**src/rtl/synth_serial_loader_pkg.sv**
```systemverilog
package synth_serial_loader_pkg;
   // outcome of a strobe fall, decided from the number of counted bits
   typedef enum logic [1:0] {
      FRAME_DROP  = 2'd0,
      FRAME_SHORT = 2'd1,
      FRAME_FULL  = 2'd2
   } frame_kind_e;
endpackage

```
**src/rtl/ssl_pin_sync.sv**
```systemverilog
module ssl_pin_sync #(
   parameter int STAGES = 2
) (
   input  logic clk,
   input  logic rst_n,
   input  logic pin,
   output logic level,
   output logic fall
);
   logic [STAGES-1:0] chain;
   logic              last;

   generate
      if (STAGES < 2) begin : g_bad_depth
         $error("ssl_pin_sync needs at least two stages");
      end
   endgenerate

   always_ff @(posedge clk or negedge rst_n) begin
      if (!rst_n) begin
         chain <= '0;
         last  <= 1'b0;
      end else begin
         chain <= {chain[STAGES-2:0], pin};
         last  <= chain[STAGES-1];
      end
   end

   assign level = chain[STAGES-1];
   assign fall  = last & ~chain[STAGES-1];
endmodule

```
**src/rtl/ssl_frame_shifter.sv**
```systemverilog
module ssl_frame_shifter #(
   parameter int HEAD_W = 19,
   parameter int TAIL_W = 11,
   parameter int CNT_W  = 5
) (
   input  logic              clk,
   input  logic              rst_n,
   input  logic              take_bit,
   input  logic              dat,
   input  logic              clear,
   output logic [HEAD_W-1:0] head,
   output logic [TAIL_W-1:0] tail,
   output logic [CNT_W-1:0]  count
);
   localparam int FULL_LEN = HEAD_W + TAIL_W;
   localparam logic [CNT_W-1:0] HEAD_LIM = CNT_W'(HEAD_W);
   localparam logic [CNT_W-1:0] FULL_LIM = CNT_W'(FULL_LEN);

   logic in_head, in_tail, room;

   assign room    = (count < FULL_LIM);
   assign in_head = (count < HEAD_LIM);
   assign in_tail = room & ~in_head;

   always_ff @(posedge clk or negedge rst_n) begin
      if (!rst_n) begin
         count <= '0;
      end else if (clear) begin
         count <= '0;
      end else if (take_bit && room) begin
         count <= count + 1'b1;
      end
   end

   always_ff @(posedge clk or negedge rst_n) begin
      if (!rst_n) begin
         head <= '0;
      end else if (take_bit && in_head) begin
         head <= {head[HEAD_W-2:0], dat};
      end
   end

   always_ff @(posedge clk or negedge rst_n) begin
      if (!rst_n) begin
         tail <= '0;
      end else if (take_bit && in_tail) begin
         tail <= {tail[TAIL_W-2:0], dat};
      end
   end
endmodule

```
**src/rtl/ssl_commit.sv**
```systemverilog
module ssl_commit
   import synth_serial_loader_pkg::*;
#(
   parameter int A_W   = 7,
   parameter int M_W   = 10,
   parameter int B_W   = 2,
   parameter int R_W   = 11,
   parameter int CNT_W = 5
) (
   input  logic                     clk,
   input  logic                     rst_n,
   input  logic                     commit,
   input  logic [CNT_W-1:0]         count,
   input  logic [A_W+M_W+B_W-1:0]   head,
   input  logic [R_W-1:0]           tail,
   output logic [A_W-1:0]           a_q,
   output logic [M_W-1:0]           m_q,
   output logic [B_W-1:0]           b_q,
   output logic [R_W-1:0]           r_q,
   output logic                     sync_q,
   output logic                     rload_q
);
   localparam int HEAD_W = A_W + M_W + B_W;
   localparam logic [CNT_W-1:0] HEAD_LIM = CNT_W'(HEAD_W);
   localparam logic [CNT_W-1:0] FULL_LIM = CNT_W'(HEAD_W + R_W);

   frame_kind_e kind;

   always_comb begin
      if (count == FULL_LIM)      kind = FRAME_FULL;
      else if (count >= HEAD_LIM) kind = FRAME_SHORT;
      else                        kind = FRAME_DROP;
   end

   always_ff @(posedge clk or negedge rst_n) begin
      if (!rst_n) begin
         a_q     <= '0;
         m_q     <= '0;
         b_q     <= '0;
         r_q     <= '0;
         sync_q  <= 1'b0;
         rload_q <= 1'b0;
      end else begin
         sync_q  <= 1'b0;
         rload_q <= 1'b0;
         if (commit && kind != FRAME_DROP) begin
            a_q    <= head[HEAD_W-1 -: A_W];
            m_q    <= head[HEAD_W-1-A_W -: M_W];
            b_q    <= head[B_W-1:0];
            sync_q <= 1'b1;
            if (kind == FRAME_FULL) begin
               r_q     <= tail;
               rload_q <= 1'b1;
            end
         end
      end
   end
endmodule

```
**src/rtl/synth_serial_loader.sv**
```systemverilog
module synth_serial_loader #(
   parameter int A_W         = 7,
   parameter int M_W         = 10,
   parameter int B_W         = 2,
   parameter int R_W         = 11,
   parameter int SYNC_STAGES = 2
) (
   input  logic           clk,
   input  logic           rst_n,
   input  logic           ser_en,
   input  logic           ser_clk,
   input  logic           ser_dat,
   output logic [A_W-1:0] swallow_o,
   output logic [M_W-1:0] main_o,
   output logic [B_W-1:0] band_o,
   output logic [R_W-1:0] ref_o,
   output logic           sync_pulse,
   output logic           r_load_pulse
);
   localparam int HEAD_W   = A_W + M_W + B_W;
   localparam int FULL_LEN = HEAD_W + R_W;
   localparam int CNT_W    = $clog2(FULL_LEN + 1);

   generate
      if (A_W < 1 || M_W < 1 || B_W < 1 || R_W < 2) begin : g_bad_fields
         $error("synth_serial_loader field widths out of range");
      end
   endgenerate

   logic en_lvl, en_fall, ck_lvl, ck_fall, dat_lvl, dat_fall;
   logic [HEAD_W-1:0] head;
   logic [R_W-1:0]    tail;
   logic [CNT_W-1:0]  count;

   ssl_pin_sync #(.STAGES(SYNC_STAGES)) u_sync_en (
      .clk(clk), .rst_n(rst_n), .pin(ser_en),  .level(en_lvl),  .fall(en_fall));
   ssl_pin_sync #(.STAGES(SYNC_STAGES)) u_sync_ck (
      .clk(clk), .rst_n(rst_n), .pin(ser_clk), .level(ck_lvl),  .fall(ck_fall));
   ssl_pin_sync #(.STAGES(SYNC_STAGES)) u_sync_dt (
      .clk(clk), .rst_n(rst_n), .pin(ser_dat), .level(dat_lvl), .fall(dat_fall));

   logic take_bit, unused_ok;
   // a bit-clock fall counts only while the synchronised strobe is still high
   assign take_bit  = ck_fall & en_lvl;
   assign unused_ok = ck_lvl ^ dat_fall;

   ssl_frame_shifter #(.HEAD_W(HEAD_W), .TAIL_W(R_W), .CNT_W(CNT_W)) u_shift (
      .clk(clk), .rst_n(rst_n), .take_bit(take_bit), .dat(dat_lvl),
      .clear(en_fall), .head(head), .tail(tail), .count(count));

   ssl_commit #(.A_W(A_W), .M_W(M_W), .B_W(B_W), .R_W(R_W), .CNT_W(CNT_W)) u_commit (
      .clk(clk), .rst_n(rst_n), .commit(en_fall), .count(count),
      .head(head), .tail(tail), .a_q(swallow_o), .m_q(main_o), .b_q(band_o),
      .r_q(ref_o), .sync_q(sync_pulse), .rload_q(r_load_pulse));
endmodule

```
**config.mk**
```make
export PLATFORM = sky130hd
export DESIGN_NAME = synth_serial_loader
export DESIGN_NICKNAME = d
export VERILOG_FILES = /design/src/rtl/synth_serial_loader_pkg.sv /design/src/rtl/ssl_pin_sync.sv /design/src/rtl/ssl_frame_shifter.sv /design/src/rtl/ssl_commit.sv /design/src/rtl/synth_serial_loader.sv
export SDC_FILE = /design/constraint.sdc
export NUM_CORES = 1
export LEC_CHECK = 0
export ABC_AREA = 1
export BUFFER_PORTS_ARGS = -buffer_cell sky130_fd_sc_hd__buf_4
export CAP_MARGIN = 20
export CORE_MARGIN = 3
export CORE_UTILIZATION = 35
export DETAILED_ROUTE_END_ITERATION = 12
export HOLD_SLACK_MARGIN = 0.1
export PLACE_DENSITY = 0.58
export REMOVE_ABC_BUFFERS = 1
export SYNTH_ARGS = -nofsm -noshare
export SYNTH_HDL_FRONTEND = slang
export SYNTH_HIERARCHICAL = 1
export SYNTH_SLANG_ARGS = --single-unit
```
**constraint.sdc**
```tcl
create_clock -name clk -period 1.9 [get_ports clk]
set_input_delay 0.19 -clock clk [delete_from_list [all_inputs] [get_ports clk]]
set_output_delay 0.19 -clock clk [all_outputs]
set_load 0.01 [all_outputs]
```
==> results.tsv <==
metric	value	unit
Final Skew	0.00891	ns
Avg Cell Area, Syn	9.26	µm²
drt drc	0	
remaining antenna violation count	0	
I/O pin count	37	
Worst-Margin Slew	0.454	ns
Max FO, Critical Path	12	
Die X	99.6	µm
Fin Setup TNS	0	ns
Num CTS Buffers	9	
CP arrival	1.94	ns
Vias	2243	
Hold Crit Class	input pin to async pin	
initial antenna violation count	0	
total global-route track usage	12.7	%
startpoint class of the critical path	flop	
worst reg-to-reg path cell count	4	
max-cap violations	0	
first-pass iteration count of the detailed router	4	
final setup violation count	0	
Slew Viols, Final	0	
Final Hold Fails	0	
status	completed	
CTS Buffer Depth	2	
Cell Rows	33	
DP HPWL	3.71	mm
PortBufs	36	
Syn-to-layout area delta	18.5	%
CP Capture Type	flop	
clock root cell	clkbuf_8	
grt total ovfl	0	
Via density	4.63	
RSZ-0062 raised after global routing	no	
mean routed wirelength per cell	12.0	µm
Synth Cell Area	0.00307	mm²
CTS clk-pin slew, worst paths	0.08	ns
Final Util	43.4	%
largest net degree at the start of global routing	35	
Yosys warning count	6	
H-tree Lvls	3	
crit path kind	flop to flop	
CTS tree	built	
Starting Density	36.6	%
die area	0.00992	mm²
initial DRC count	134	
clk sinks	75	
worst IR drop on VDD	0.000363	V
layout cells sized above 1	19.8	%
first-pass GRT wire length	10.1	mm
hold buffers post-CTS	4	
Clk Latency, worst-skew pair	0.35	ns
Layout Nets	380	
n_diodes	0	
FMAX	606	MHz
LEAKAGE	0.00205	µW
Setup Buffers After CTS	0	
max_slew headroom	69.7	%
minimum clock period	1.65	ns
number of global-route vias before repair	2112	
Total Wirelength	5.80	mm
Req. time, crit path	2.19	ns
period utilization	86.8	%
GPL Wtd Cong	0.780	
post-cts sizing count	0	
core area	0.00838	mm²
Power Density	842	mW/mm²
chip height	99.6	µm
Cells after Synth	331	
final timing paths:
| path | startpoint | end | slack [ns] |
|---|---|---|---|
| setup reg to reg | u_shift/count[2]$_DFFE_PN0P_ | u_commit/r_q[9]$_DFFE_PN0P_ | 0.25 |
| max in group asynchronous | rst_n | u_sync_dt/chain[1]$_DFF_PN0_ | 1.01 |
| hold reg to reg | u_sync_en/chain[0]$_DFF_PN0_ | u_sync_en/chain[1]$_DFF_PN0_ | 0.35 |
| min in group clk | u_sync_en/chain[0]$_DFF_PN0_ | u_sync_en/chain[1]$_DFF_PN0_ | 0.35 |
| hold / removal | rst_n | u_commit/r_q[6]$_DFFE_PN0P_ | 0.33 |
| setup / recovery | u_shift/count[2]$_DFFE_PN0P_ | u_commit/r_q[9]$_DFFE_PN0P_ | 0.25 |
power breakdown:
group	total [µW]	internal [µW]	switching, µW
logic	146	52.7	93.4
registers	1700	1650	53.4
clock network	1210	636	573
total	3060	2340	720
area by class of cell:
class	instances	area (µm²)
Inverter	12	45.0
Sequential cell	75	1880
Multi-Input combinational cell	228	992
Tap cell	105	131
Fill cell	814	4750
Clock buffer	11	141
Clock inverter	5	52.6
Timing Repair Buffer	48	395
registers in the layout (all words and copies together) (netlist names), 2 cells and up:
name / cells
u_commit/r_q: 11
u_shift/head: 19
u_commit/m_q: 10
u_sync_dt/chain: 2
u_shift/count: 5
u_sync_en/chain: 2
u_commit/b_q: 2
u_commit/a_q: 7
u_sync_ck/chain: 2
u_shift/tail: 11
stage by stage:
| step | instance area (µm²) | worst slack [ns] | power (µW) | hold slack (ns) | std cells |
|---|---|---|---|---|---|
| 2_1_floorplan | 2910 | 0.254 | 1800 | -0.106 | 315 |
| 3_3_place_gp | 3400 | 0.280 | 1880 | 0.172 | 464 |
| 3_5_place_dp | 3400 | 0.261 | 1880 | 0.175 | 464 |
| 4_1_cts | 3630 | 0.247 | 3110 | 0.335 | 484 |
| 5_1_grt | 3630 | 0.0552 | 3200 | 0.353 | 484 |
| 6_report | 3630 | 0.251 | 3060 | 0.334 | 484 |
critical path, stage by stage, from the launching register on:
cell,delay (ns)
dfrtp_1,0.60
nand3_2,0.33
nor2_2,0.47
nand2_1,0.10
nand2_1,0.08
layout by cell type (no fill, tap or decap), drive strengths merged:
master / instances
nand2: 161
dfrtp: 75
buf: 44
nand3: 35
o21ai: 13
inv: 12
nor2: 12
clkbuf: 11
dlygate4sd3: 4
nand4: 4
clkinv: 3
clkinvlp: 1
bufinv: 1
a21oi: 1
xor2: 1
ha: 1
layer usage:
layer / vias up / share of wire, % / global-route usage [%]
met1: 1060 / 49 / 17.4
met4: 0 / 1.7 / 4.73
met3: 9 / 5.3 / 4.77
met5: - / 0 / 0
met2: 55 / 44 / 18.5
li1: 1119 / - / -
Note: power is estimated with default switching activity, not from simulation.
